### config.mk
export PLATFORM = sky130hd
export DESIGN_NAME = asp_frame_ctrl
export DESIGN_NICKNAME = d
export VERILOG_FILES = /design/src/rtl/asp_pkg.sv /design/src/rtl/asp_sck_gen.sv /design/src/rtl/asp_tx_shift.sv /design/src/rtl/asp_rx_shift.sv /design/src/rtl/asp_frame_ctrl.sv
export SDC_FILE = /design/constraint.sdc
export NUM_CORES = 1
export LEC_CHECK = 0
export BUFFER_PORTS_ARGS = -buffer_cell sky130_fd_sc_hd__buf_2
export CAP_MARGIN = 20
export CORE_UTILIZATION = 55
export CTS_BUF_LIST = sky130_fd_sc_hd__clkbuf_4
export DETAILED_ROUTE_END_ITERATION = 8
export PLACE_DENSITY = 0.82
export SYNTH_ARGS = -nofsm -noshare
export SYNTH_HDL_FRONTEND = slang
export SYNTH_SLANG_ARGS = --single-unit
### constraint.sdc
create_clock -name clk -period 2.63 [get_ports clk]
set_clock_uncertainty 0.1 [all_clocks]
set_input_delay 0.263 -clock clk [delete_from_list [all_inputs] [get_ports clk]]
set_output_delay 0.263 -clock clk [all_outputs]
set_load 0.01 [all_outputs]
### src/rtl/asp_pkg.sv
`timescale 1ns/1ps
package asp_pkg;
    localparam int WORD_W  = 16;
    localparam int FRAME_W = 2 * WORD_W;
    localparam int POS_W   = $clog2(FRAME_W);
    localparam int SLOT_W  = $clog2(WORD_W);

    typedef enum logic [1:0] {
        ST_CFG = 2'd0,
        ST_ON  = 2'd1,
        ST_OFF = 2'd2
    } asp_state_e;

    typedef struct packed {
        asp_state_e       st;
        logic             run;
        logic [POS_W-1:0] pos;
        logic             ws;
        logic             act;
        logic             txa;
        logic             rxa;
        logic             uflow;
    } asp_ctl_s;
endpackage

### src/rtl/asp_sck_gen.sv
`timescale 1ns/1ps
module asp_sck_gen #(
    parameter int HALF_DIV = 2
) (
    input  logic clk,
    input  logic rst_n,
    input  logic run_i,
    output logic sck_o,
    output logic rise_o,
    output logic fall_o
);
    localparam int HC_W = (HALF_DIV > 1) ? $clog2(HALF_DIV) : 1;
    localparam logic [HC_W-1:0] HC_LAST = HC_W'(HALF_DIV - 1);

    typedef struct packed {
        logic [HC_W-1:0] hc;
        logic            sck;
    } div_s;

    div_s div_d, div_q;
    logic wrap;

    always_comb begin
        div_d = div_q;
        wrap  = run_i && (div_q.hc == HC_LAST);
        if (!run_i) begin
            div_d = '0;
        end else if (wrap) begin
            div_d.hc  = '0;
            div_d.sck = ~div_q.sck;
        end else begin
            div_d.hc = div_q.hc + 1'b1;
        end
    end

    always_ff @(posedge clk or negedge rst_n) begin
        if (!rst_n) div_q <= '0;
        else        div_q <= div_d;
    end

    assign sck_o  = div_q.sck;
    assign rise_o = wrap && !div_q.sck;
    assign fall_o = wrap && div_q.sck;

    // every bit-clock level lasts a full half period
    p_half_period_r2: assert property (@(posedge clk) disable iff (!rst_n)
        (div_q.sck != $past(div_q.sck)) |-> ($past(div_q.hc) == HC_LAST));
endmodule

### src/rtl/asp_tx_shift.sv
`timescale 1ns/1ps
module asp_tx_shift #(
    parameter int W = 16
) (
    input  logic         clk,
    input  logic         rst_n,
    input  logic         load_i,
    input  logic [W-1:0] word_i,
    input  logic         shift_i,
    output logic         msb_o
);
    logic [W-1:0] sh_d, sh_q;

    always_comb begin
        sh_d = sh_q;
        if (load_i)       sh_d = word_i;
        else if (shift_i) sh_d = {sh_q[W-2:0], 1'b0};
    end

    always_ff @(posedge clk or negedge rst_n) begin
        if (!rst_n) sh_q <= '0;
        else        sh_q <= sh_d;
    end

    assign msb_o = sh_q[W-1];
endmodule

### src/rtl/asp_rx_shift.sv
`timescale 1ns/1ps
module asp_rx_shift #(
    parameter int W = 16
) (
    input  logic         clk,
    input  logic         rst_n,
    input  logic         sample_i,
    input  logic         bit_i,
    input  logic         last_i,
    input  logic         ready_i,
    output logic         valid_o,
    output logic [W-1:0] data_o
);
    typedef struct packed {
        logic [W-1:0] sh;
        logic [W-1:0] data;
        logic         valid;
    } rx_s;

    rx_s rx_d, rx_q;

    always_comb begin
        rx_d = rx_q;
        if (rx_q.valid && ready_i) rx_d.valid = 1'b0;
        if (sample_i) begin
            rx_d.sh = {rx_q.sh[W-2:0], bit_i};
            if (last_i) begin
                rx_d.data  = {rx_q.sh[W-2:0], bit_i};
                rx_d.valid = 1'b1;
            end
        end
    end

    always_ff @(posedge clk or negedge rst_n) begin
        if (!rst_n) rx_q <= '0;
        else        rx_q <= rx_d;
    end

    assign valid_o = rx_q.valid;
    assign data_o  = rx_q.data;

    // a received word waits for its consumer
    p_rx_hold_r6: assert property (@(posedge clk) disable iff (!rst_n)
        (rx_q.valid && !ready_i) |=> rx_q.valid);
endmodule

### src/rtl/asp_frame_ctrl.sv
`timescale 1ns/1ps
module asp_frame_ctrl
    import asp_pkg::*;
#(
    parameter int HALF_DIV = 2
) (
    input  logic              clk,
    input  logic              rst_n,
    input  logic              tx_en,
    input  logic              rx_en,
    input  logic              ws_cont,
    input  logic              mute_sel,
    input  logic              pad_bit,
    input  logic [WORD_W-1:0] tx_data,
    input  logic              tx_valid,
    output logic              tx_ready,
    output logic [WORD_W-1:0] rx_data,
    output logic              rx_valid,
    input  logic              rx_ready,
    input  logic              sd_in,
    output logic              sck,
    output logic              ws,
    output logic              sd_out,
    output logic              idle,
    output logic              underflow
);
    localparam logic [POS_W-1:0] WS_HI_FIRST = POS_W'(WORD_W - 1);
    localparam logic [POS_W-1:0] WS_HI_LAST  = POS_W'(FRAME_W - 2);
    localparam logic [POS_W-1:0] RIGHT_START = POS_W'(WORD_W);
    localparam logic [POS_W-1:0] FRAME_LAST  = POS_W'(FRAME_W - 1);

    asp_ctl_s         c_d, c_q;
    logic [POS_W-1:0] pos_n;
    logic             en_any, keep;
    logic             sck_w, rise_w, fall_w;
    logic             slot_start, tx_take, tx_shift, tx_msb;
    logic [WORD_W-1:0] tx_word;
    logic             rx_sample, rx_last;

    asp_sck_gen #(.HALF_DIV(HALF_DIV)) u_sck (
        .clk   (clk),
        .rst_n (rst_n),
        .run_i (c_q.run),
        .sck_o (sck_w),
        .rise_o(rise_w),
        .fall_o(fall_w)
    );

    assign en_any = tx_en | rx_en;
    assign keep   = en_any | ws_cont;
    assign pos_n  = c_q.pos + 1'b1;

    always_comb begin
        c_d        = c_q;
        slot_start = 1'b0;
        tx_shift   = 1'b0;
        if (!c_q.run) begin
            if (keep) begin
                c_d.run    = 1'b1;
                c_d.pos    = '0;
                c_d.ws     = 1'b0;
                c_d.act    = en_any;
                c_d.txa    = tx_en;
                c_d.rxa    = rx_en;
                slot_start = 1'b1;
            end
        end else if (fall_w) begin
            c_d.pos  = pos_n;
            c_d.ws   = (pos_n >= WS_HI_FIRST) && (pos_n <= WS_HI_LAST);
            tx_shift = 1'b1;
            if (pos_n == '0) begin
                c_d.act = en_any;
                c_d.txa = tx_en;
                c_d.rxa = rx_en;
                if (!keep) begin
                    c_d.run = 1'b0;
                    c_d.ws  = 1'b0;
                end else begin
                    slot_start = 1'b1;
                end
            end else if (pos_n == RIGHT_START) begin
                slot_start = 1'b1;
            end
        end

        if (en_any)
            c_d.st = ST_ON;
        else if (c_q.st == ST_ON && c_q.run && fall_w && pos_n == '0)
            c_d.st = ST_OFF;

        tx_take = slot_start && c_d.txa;
        tx_word = (tx_take && tx_valid) ? tx_data : '0;
        if (tx_take && !tx_valid) c_d.uflow = 1'b1;
    end

    always_ff @(posedge clk or negedge rst_n) begin
        if (!rst_n)
            c_q <= '{st: ST_CFG, run: 1'b0, pos: '0, ws: 1'b0,
                     act: 1'b0, txa: 1'b0, rxa: 1'b0, uflow: 1'b0};
        else
            c_q <= c_d;
    end

    asp_tx_shift #(.W(WORD_W)) u_tx (
        .clk    (clk),
        .rst_n  (rst_n),
        .load_i (slot_start),
        .word_i (tx_word),
        .shift_i(tx_shift),
        .msb_o  (tx_msb)
    );

    assign rx_sample = c_q.run && rise_w && c_q.rxa;
    assign rx_last   = (c_q.pos[SLOT_W-1:0] == '1);

    asp_rx_shift #(.W(WORD_W)) u_rx (
        .clk     (clk),
        .rst_n   (rst_n),
        .sample_i(rx_sample),
        .bit_i   (sd_in),
        .last_i  (rx_last),
        .ready_i (rx_ready),
        .valid_o (rx_valid),
        .data_o  (rx_data)
    );

    assign sck       = sck_w;
    assign ws        = c_q.ws;
    assign sd_out    = c_q.act ? tx_msb : (mute_sel & pad_bit);
    assign idle      = (c_q.st != ST_ON);
    assign underflow = c_q.uflow;
    assign tx_ready  = tx_take;

    // a stopped port holds both timing lines low
    p_stopped_low_r2: assert property (@(posedge clk) disable iff (!rst_n)
        !c_q.run |-> (!sck_w && !c_q.ws));

    // word-select moves together with a falling bit clock
    p_ws_on_fall_r3: assert property (@(posedge clk) disable iff (!rst_n)
        !$stable(c_q.ws) |-> $fell(sck_w));

    // words are accepted only at bit boundaries
    p_ready_on_edge_r4: assert property (@(posedge clk) disable iff (!rst_n)
        tx_ready |-> (fall_w || !c_q.run));

    // underflow never clears by itself
    p_underflow_sticky_r5: assert property (@(posedge clk) disable iff (!rst_n)
        c_q.uflow |=> c_q.uflow);

    // any enable leaves the idle state on the next cycle
    p_enable_clears_idle_r7: assert property (@(posedge clk) disable iff (!rst_n)
        (tx_en || rx_en) |=> !idle);

    // idle is raised only where a frame ends
    p_idle_at_frame_end_r8: assert property (@(posedge clk) disable iff (!rst_n)
        $rose(idle) |-> $past(fall_w && c_q.pos == FRAME_LAST));
endmodule

After elaboration in Yosys (flattened, before gate mapping). Index checks and enable logic that the tools add are counted.

Add/subtract/negate cells: 2. Magnitude comparators: 2. Equal/unequal tests: 7. Mux-type cells: 25. Bitwise operators: 4. Reductions and logical operators: 22.

Operator list (number): 16-bit 2-to-1 mux (3); 10-bit 2-to-1 mux (3); 1-bit 2-to-1 mux (15); 1-bit logical AND (13); 2-bit by 1-bit != test with 1-bit output (second input constant) (4); 2-bit 2-to-1 mux (3); 2-bit nonzero test (3); 5-bit by 1-bit adder with 5-bit output (second input constant) (1); 5-bit equality test (second input constant) (1); 5-bit by 4-bit >= comparator with 1-bit output (second input constant) (1); 5-bit <= comparator (second input constant) (1); 5-bit zero test (1); 4-bit equality test (second input constant) (1); 4-bit 2-to-1 mux (1); 2-bit AND reduction (2); 3-bit AND reduction (1); 2-bit by 1-bit equality test with 1-bit output (second input constant) (1); 1-bit zero test (2); 1-bit bitwise OR (2); 1-bit adder (second input constant) (1); 1-bit bitwise AND (1); 1-bit inverter (1).

Bits in registers: 63. Input bits: 26. Output and inout port bits: 23. Word-level logic and storage cells: 76.

Longest topological paths before layout. Gate-level depths: netlist (run 1).

Depth after elaboration: 11. Mapped depth: 7. Gate-level depth less buffers: 6.

Cells and area by module. Synthesis (run 1) repeated with hierarchy kept, for this count alone.

Cells, all modules: 273. Area, all modules: 3150.5 um^2.

By module, submodules not included: asp_rx_shift (instances 1, cells an instance 85, area an instance 1371.3 um^2); asp_frame_ctrl (instances 1, cells an instance 111, area an instance 948.4 um^2); asp_tx_shift (instances 1, cells an instance 69, area an instance 742.0 um^2); asp_sck_gen (instances 1, cells an instance 8, area an instance 88.8 um^2).

Worst setup path after synthesis (run 1). OpenSTA, ideal clock, no wires.

Path type: flip-flop to flip-flop. Start: register c_q[5] in the netlist's numbering. End: register u_tx.sh_q[10]. Library setup time: 0.064 ns. Arrival: 2.158 ns. Required time: 2.466 ns. Path slack: 0.308 ns. Cell stages (with the launch flop): 8. Buffers on the path: 1. Period minus slack after synthesis: 2.322 ns. Path through: dfrtp_1 > ha_1 > or4b_1 > o31a_2 > o31ai_4 > o2bb2ai_4 > buf_6 > a221o_2.

Longest elaborated chain between the ends: 10. Elaborated cells on any way between the ends: 15. Classes of those cells: 1 x add/sub; 1 x eq/ne; 9 x mux; 4 x reduce/logical.

RTL lines: start, declared (RTL line asp_frame_ctrl.sv:32) `asp_ctl_s c_d, c_q;`; start signal, assigned (RTL line asp_frame_ctrl.sv:98) `c_q <= '{st: ST_CFG, run: 1'b0, pos: '0, ws: 1'b0,`; 5-bit by 1-bit adder with 5-bit output (*) (RTL line asp_frame_ctrl.sv:51) `assign pos_n = c_q.pos + 1'b1;`; 5-bit equality test (RTL line asp_frame_ctrl.sv:81) `end else if (pos_n == RIGHT_START) begin`; 1-bit 2-to-1 mux (RTL line asp_frame_ctrl.sv:81); 1-bit 2-to-1 mux (RTL line asp_frame_ctrl.sv:71) `if (pos_n == '0) begin`; 1-bit 2-to-1 mux (RTL line asp_frame_ctrl.sv:67) `end else if (fall_w) begin`; 1-bit 2-to-1 mux (RTL line asp_frame_ctrl.sv:57) `if (!c_q.run) begin`; 1-bit logical AND (RTL line asp_frame_ctrl.sv:91) `tx_take = slot_start && c_d.txa;`; 1-bit logical AND (RTL line asp_frame_ctrl.sv:92) `tx_word = (tx_take && tx_valid) ? tx_data : '0;`; 16-bit 2-to-1 mux (RTL line asp_frame_ctrl.sv:92); 16-bit 2-to-1 mux (RTL line asp_tx_shift.sv:16) `if (load_i) sh_d = word_i;`; end signal, assigned (RTL line asp_tx_shift.sv:21) `if (!rst_n) sh_q <= '0;`; end signal, assigned (RTL line asp_tx_shift.sv:22) `else sh_q <= sh_d;`; end, declared (RTL line asp_tx_shift.sv:12) `logic [W-1:0] sh_d, sh_q;`.

Every way passes the cells marked *; elsewhere a longest branch is shown, timed or not. The select of a mux whose other input is x is not followed. A chain may end at the register's enable or synchronous reset.

Final worst setup path (run 1).
Start: register c_q[6] in the netlist's numbering. End: output port tx_ready.

Longest elaborated chain between the ends: 7. Elaborated cells on any way between the ends: 11. Classes of those cells: 1 x add/sub; 1 x eq/ne; 7 x mux; 2 x reduce/logical.

RTL lines: 5-bit by 1-bit adder with 5-bit output (*) (RTL line asp_frame_ctrl.sv:51); 5-bit equality test (RTL line asp_frame_ctrl.sv:81); 1-bit 2-to-1 mux (RTL line asp_frame_ctrl.sv:81); 1-bit 2-to-1 mux (RTL line asp_frame_ctrl.sv:71); 1-bit 2-to-1 mux (RTL line asp_frame_ctrl.sv:67); 1-bit 2-to-1 mux (RTL line asp_frame_ctrl.sv:57); 1-bit logical AND (*) (RTL line asp_frame_ctrl.sv:91); end, declared (RTL line asp_frame_ctrl.sv:16) `output logic tx_ready,`.

Marks and branches as above.

==> results of run 1 <==
## power breakdown
group | switching (W) | leakage (nW) | total (W) | internal [W]
Clock | 0.000341 | 0.0824 | 0.000734 | 0.000393
Combinational | 0.000541 | 0.860 | 0.00113 | 0.000588
Sequential | 0.000208 | 0.825 | 0.00144 | 0.00123
Total | 0.00109 | 1.77 | 0.00330 | 0.00221
## kinds of logic after synthesis
group,share of synthesized area
fa+ha+maj,0.0174
simple gates,0.0989
mux,0.125
flops,0.547
compound gates,0.135
buf+inv,0.0620
xor+xnor,0.0148
## what timing repair did
item                                   CTS  global route
gates resized for setup                  7             1
hold buffers                            20             0
setup endpoints to repair                1            16
endpoints found under the hold margin   83             0
buffers inserted                         7             0
pin swaps                                2             1
## synthesized netlist by cell type, types with 2 or more instances
| library cell | instances |
|---|---|
| nand3_1 | 4 |
| nand4b_1 | 2 |
| buf_4 | 16 |
| nor3_1 | 4 |
| mux2_2 | 32 |
| a21oi_1 | 3 |
| clkbuf_1 | 5 |
| a21o_1 | 2 |
| nand2_1 | 10 |
| a221o_2 | 15 |
| dfrtp_1 | 63 |
| ha_1 | 4 |
| and2_1 | 17 |
| nand3b_1 | 2 |
| inv_1 | 5 |
| nor2_1 | 8 |
| buf_2 | 2 |
| o21ai_0 | 10 |
| xor2_1 | 3 |
## per-stage QoR
step,hold WS (ns),cells,area (sq um),TNS [ns],util
floorplan,-0.133,227,2880,0,-
CTS,0.00446,368,3560,0,0.729
finish,0.0319,368,3560,0,0.730
detailed placement,0.200,325,3110,0,0.638
global placement,0.201,325,3110,0,0.638
global route,0.0184,368,3560,-0.0488,0.730
## area by class of cell
type | instances | share of cell area
inverters | 5 | 0.00527
multi-input cells | 135 | 0.324
repair buffers | 82 | 0.158
clock inverters | 6 | 0.0239
clock buffers | 10 | 0.0211
well taps | 67 | 0.0235
flip-flops and latches | 63 | 0.443
## flip-flops by register name, indices dropped and copies added, names as in the netlist
signal,count
u_sck.sck_o,1
u_rx.data_o,16
u_rx.rx_q,15
ws,1
underflow,1
u_sck.div_q,1
u_rx.valid_o,1
u_tx.sh_q,16
c_q,11
## worst max-delay path, delay by kind of cell (launching register included)
family          cells  cell delay (ns)
compound gates      2             0.39
fa+ha+maj           1             0.19
buf+inv             1             0.10
flops               1             0.47
simple gates        2             0.70
## worst max path at each step
stage,to,slack (ns),start
2_1_floorplan,u_tx.sh_q[10],0.31,c_q[5]
5_1_grt,tx_ready,-0.05,c_q[6]
4_1_cts,tx_ready,0.009,c_q[6]
3_3_place_gp,u_tx.sh_q[5],0.16,c_q[5]
6_report,tx_ready,0.02,c_q[6]
3_5_place_dp,u_tx.sh_q[5],0.02,c_q[5]
## layer usage
layer	wire, microns	vias to the layer above	global-route usage	part of all wire
li1	-	936	-	-
met1	2470	1013	0.289	0.45
met2	2790	47	0.372	0.50
met3	176	9	0.0501	0.032
met4	91	0	0.113	0.016
met5	0	-	0	0
==> flow_metrics.py, run 1 <==
metrics = {
    "global_route": {
        "grt.overflow.total": 0,
        "grtUsageTotal": 0.228,
        "grt_pass1_wl_microns": 9270,
        "antenna_found_initial": 0,
        "grt_max_degree": 64,
        "grt_pass1_vias": 2028,
    },
    "worst_setup_path": {
        "cp_data_arrival_time_ns": 2.25,
        "r2r_slack_ns": 0.15,
        "r2r-end": "c_q[1]",
        "worstPathRequired_ns": 2.27,
        "r2r-start": "c_q[6]",
        "path_class": "flop to primary output",
        "slowest_stage": "or4b_4",
        "r2r_cells": 8,
        "crit_fanout": 6,
        "crit_chain": "ha_4, or4b_4, o31a_4, nand4b_1, a21bo_2, buf_6",
        "cp-end-kind": "primary output",
        "start_kind": "flop",
        "max_stage_delay_ns": 0.48,
    },
    "route": {
        "first_pass_iters": 5,
        "post-route-drc-count": 0,
        "wl_per_cell_microns": 15.0,
        "route.vias.total": 2005,
        "totalWireLength_microns": 5530,
        "viasPerCell": 5.45,
        "drtIter0Drc": 122,
        "antenna_left": 0,
    },
    "logic_synthesis": {
        "seq_area_frac_synth": 0.547,
        "syn_area_per_cell_sq_um": 12.7,
        "netlist_area_sq_mm": 0.00288,
        "ys_warn_count": 0,
        "syn_inst": 227,
        "async_flop_share": 1.00,
        "synth_nets": 257,
        "synth_area_leader_cell": "dfrtp_1",
        "synth_edf_count": 0,
        "netlist_top_cells_area": "dfrtp_1, mux2_2, a221o_2",
        "ys.flop_type": "dfrtp_1",
        "yosys_register_bits": 63,
        "yosysUniqueCellTypes": 39,
        "synth_top_area_frac": 0.547,
    },
    "finish": {
        "synthToLayoutAreaGrowth_pct": 23.5,
        "multi_input_area_sq_mm": 0.00115,
        "final_cell_mix": "dfrtp_1, buf_2, mux2_2",
        "antennaDiodeCount": 0,
        "fin_nets": 326,
        "fill_cells": 336,
        "register_area_sq_mm": 0.00158,
        "final_common_cell": "dfrtp_1",
        "drive_above_1_share": 0.455,
    },
    "min_path": {
        "hold_end": "c_q[12]",
        "hp-class": "input port to flop",
        "hold_depth": 2,
        "holdCritStartpoint": "tx_en",
    },
    "placement": {
        "place_hpwl_microns": 3420,
        "pre_cts_slack_ns": 0.0178,
        "place_congestion": 0.805,
        "port_buffers": 48,
    },
    "sta": {
        "fin_crit_ns": 2.61,
        "setup_slack_ns": 0.0174,
        "relSlewSlack": 0.575,
        "setup_violations": 0,
        "fmax_mhz": 383,
        "fin_crit_sh": 0.993,
        "rsz0062_at_grt": "yes",
        "hold_violations": 0,
        "tightest_slew_ns": 0.637,
        "slew_viol_final": 0,
    },
    "clock_network": {
        "clk_pin_slew_ns": 0.10,
        "clk_latency_ns": 0.40,
        "cts_sinks": 63,
        "numCtsBuffers": 9,
        "cts_tree": "built",
        "h-tree-depth": 3,
        "root_buffer": "clkbuf_4",
        "cts.path.max_buffers": 2,
    },
    "status": {
        "status": "finished clean",
    },
    "die": {
        "core_sq_mm": 0.00488,
        "die_area_sq_mm": 0.00554,
        "rows": 25,
        "io_pins": 49,
        "initial_core_util": 0.591,
        "fp.dieW_microns": 74.4,
        "die_y_microns": 74.4,
    },
    "pwr": {
        "power.leakage_nw": 1.77,
        "finalPower_w": 0.00330,
        "vdd_drop_max_mv": 0.530,
        "power.density_mw_per_mm2": 928,
    },
    "job": {
        "drv_cap": 0,
    },
}
Power figures use the tool's default switching activity.
==> run 2: changes to the inputs <==
--- a/config.mk
+++ b/config.mk
@@ -7,10 +7,11 @@
 export LEC_CHECK = 0
 export BUFFER_PORTS_ARGS = -buffer_cell sky130_fd_sc_hd__buf_2
 export CAP_MARGIN = 20
-export CORE_UTILIZATION = 55
+export CORE_UTILIZATION = 53
 export CTS_BUF_LIST = sky130_fd_sc_hd__clkbuf_4
 export DETAILED_ROUTE_END_ITERATION = 8
 export PLACE_DENSITY = 0.82
 export SYNTH_ARGS = -nofsm -noshare
 export SYNTH_HDL_FRONTEND = slang
+export SYNTH_HIERARCHICAL = 1
 export SYNTH_SLANG_ARGS = --single-unit
==> constraint.sdc (replaced) <==
create_clock -name clk -period 2.3 [get_ports clk]
set_clock_uncertainty 0.1 [all_clocks]
set_input_delay 0.23 -clock clk [delete_from_list [all_inputs] [get_ports clk]]
set_output_delay 0.23 -clock clk [all_outputs]
set_load 0.01 [all_outputs]
==> flow_metrics.py, run 2 <==
metrics = {
    "status": {
        "status": "finished, violations left",
        "violations": "setup timing",
    },
    "sta": {
        "rsz0062_at_grt": "yes",
        "fin_crit_sh": 1.05,
        "setup_slack_ns": -0.110,
        "relSlewSlack": 0.436,
        "hold_violations": 0,
        "setup_violations": 9,
        "fmax_mhz": 415,
        "hold_ws_ns": 0.0225,
        "tns_ns": -0.324,
        "tightest_slew_ns": 0.844,
        "fin_crit_ns": 2.41,
        "slew_viol_final": 0,
    },
    "clock_network": {
        "clk_pin_slew_ns": 0.10,
        "cts.path.max_buffers": 2,
        "cts_sinks": 63,
        "cts_tree": "built",
        "clk_latency_ns": 0.39,
        "numCtsBuffers": 9,
        "root_buffer": "clkbuf_4",
        "h-tree-depth": 3,
    },
    "job": {
        "drv_cap": 0,
    },
    "logic_synthesis": {
        "synth_top_area_frac": 0.500,
        "ys.flop_type": "dfrtp_1",
        "synth_top_cells_by_count": "dfrtp_1, nand2_1, mux2_2, o21ai_0, buf_4",
        "syn_area_per_cell_sq_um": 11.5,
        "syn_inst": 273,
        "ys_warn_count": 6,
        "netlist_top_cells_area": "dfrtp_1, mux2_2, mux2i_1",
        "async_flop_share": 1.00,
        "synth_most_common_cell": "dfrtp_1",
        "synth_area_leader_cell": "dfrtp_1",
        "yosysUniqueCellTypes": 39,
        "yosys_register_bits": 63,
        "synth_nets": 303,
        "seq_area_frac_synth": 0.500,
        "netlist_area_sq_mm": 0.00315,
        "synth_edf_count": 0,
    },
    "finish": {
        "register_area_sq_mm": 0.00158,
        "fill_cells": 465,
        "multi_input_area_sq_mm": 0.00140,
        "synthToLayoutAreaGrowth_pct": 16.2,
        "final_common_cell": "dfrtp_1",
        "fin_nets": 357,
        "design_area_sq_mm": 0.00366,
        "antennaDiodeCount": 0,
        "drive_above_1_share": 0.423,
        "final_cell_mix": "dfrtp_1, buf_2, nand2_1",
    },
    "die": {
        "die_y_microns": 79.1,
        "rows": 27,
        "fp.dieW_microns": 79.1,
        "initial_core_util": 0.562,
        "die_area_sq_mm": 0.00626,
        "io_pins": 49,
        "core_sq_mm": 0.00561,
    },
    "worst_setup_path": {
        "slowest_stage": "dfrtp_2",
        "worstPathRequired_ns": 1.97,
        "max_stage_delay_ns": 0.46,
        "cp_data_arrival_time_ns": 2.08,
        "crit_fanout": 5,
        "cp.depth": 5,
        "crit_family": "simple AND/OR/NAND/NOR gates",
        "cp-end-kind": "primary output",
        "r2r_cells": 8,
        "path_class": "flop to primary output",
        "r2r_slack_ns": -0.07,
        "start_kind": "flop",
        "crit_chain": "and3b_1, or3_4, a21o_1, o311a_4, buf_6",
        "critPathBufInv": 1,
    },
    "route": {
        "antenna_left": 0,
        "first_pass_iters": 4,
        "drtIter0Drc": 40,
        "route.vias.total": 2102,
        "post-route-drc-count": 0,
        "wl_per_cell_microns": 13.5,
        "totalWireLength_microns": 5450,
        "viasPerCell": 5.22,
    },
    "min_path": {
        "hold_depth": 3,
        "hp-class": "input port to flop",
    },
    "placement": {
        "place_hpwl_microns": 3860,
        "pre_cts_slack_ns": -0.0453,
        "port_buffers": 48,
        "place_congestion": 0.876,
        "placed_area_sq_mm": 0.00347,
    },
    "global_route": {
        "grt_pass1_wl_microns": 9320,
        "antenna_found_initial": 0,
        "grt.overflow.total": 0,
        "grtUsageTotal": 0.195,
        "grt_pass1_vias": 2047,
        "grt_max_degree": 33,
    },
    "pwr": {
        "power.density_mw_per_mm2": 900,
        "power.leakage_nw": 1.89,
        "vdd_drop_max_mv": 0.442,
    },
}
-- run 2: changes by cell type in the layout (fill, tap and decap cells not counted), sizes merged, moves of 3 or more --
| cell | change |
|---|---|
| nand2 | +20 |
| and3 | +18 |
| o21ai | +17 |
| and2 | -16 |
| mux2i | +16 |
| a221o | -15 |
| dlygate4sd3 | -15 |
| buf | +4 |
| inv | +3 |
| nor2 | -3 |
-- run 2: final timing paths --
check	startpoint	end
setup / recovery	c_q[5]	tx_ready
hold reg to reg	underflow	underflow
min in group asynchronous	rst_n	u_rx/rx_q[29]
setup reg to reg	c_q[5]	u_tx/sh_q[0]
max in group asynchronous	rst_n	u_tx/sh_q[1]
hold / removal	ws_cont	c_q[10]
-- run 2: cell families (layout without fill, tap and decap cells) --
family | Yosys count | in the layout | share of synthesized area
compound gates | 48 | 48 | 0.0945
mux | 48 | 48 | 0.176
xor+xnor | 3 | 3 | 0.00834
fa+ha+maj | 4 | 4 | 0.0159
flops | 63 | 63 | 0.500
buf+inv | 36 | 94 | 0.0818
simple gates | 71 | 71 | 0.123
-- run 2: worst register-to-register path, cell delays in order, from the launching register on --
cell	delay, ns
dfrtp_2	0.46
and3b_1	0.21
or3_4	0.38
a21o_1	0.19
o311a_4	0.33
buf_4	0.19
and3_2	0.22
nand2_1	0.05
o21ai_0	0.09
-- run 2: routing by layer --
layer | up-vias | part of all wire | GRT usage
met5 | - | 0 | 0
met3 | 8 | 0.045 | 0.0437
met4 | 0 | 0.016 | 0.0909
met2 | 53 | 0.45 | 0.311
li1 | 1049 | - | -
met1 | 992 | 0.49 | 0.252
-- run 2: what timing repair did --
item / 4_1_cts / 5_1_grt
gates cloned: 0 / 0
gates resized for setup: 1 / 0
setup buffers: 3 / 1
endpoints found under the setup margin: 4 / 17
pin swaps: 3 / 2
hold endpoints to repair: 24 / 0
hold buffers: 5 / 0
-- run 2: power by group --
| group | internal [W] | leakage (nW) | switching [W] |
|---|---|---|---|
| logic | 0.000597 | 0.997 | 0.000595 |
| registers | 0.00134 | 0.835 | 0.000163 |
| clock network | 0.000219 | 0.0595 | 0.000379 |
| total | 0.00216 | 1.89 | 0.00114 |
-- run 2: layout make-up --
type,instances,area share
sequential,63,0.432
multi-input combinational,174,0.383
inverter,8,0.00820
timing repair buffer,71,0.125
clock inverter,5,0.00718
tap,72,0.0246
clock buffer,10,0.0205
-- run 2: stage by stage --
step,util,power (W),cells
2_1_floorplan,-,0.00240,273
3_3_place_gp,0.619,0.00264,379
3_5_place_dp,0.619,0.00269,379
4_1_cts,0.651,0.00332,402
5_1_grt,0.653,0.00353,403
6_report,0.653,0.00330,403
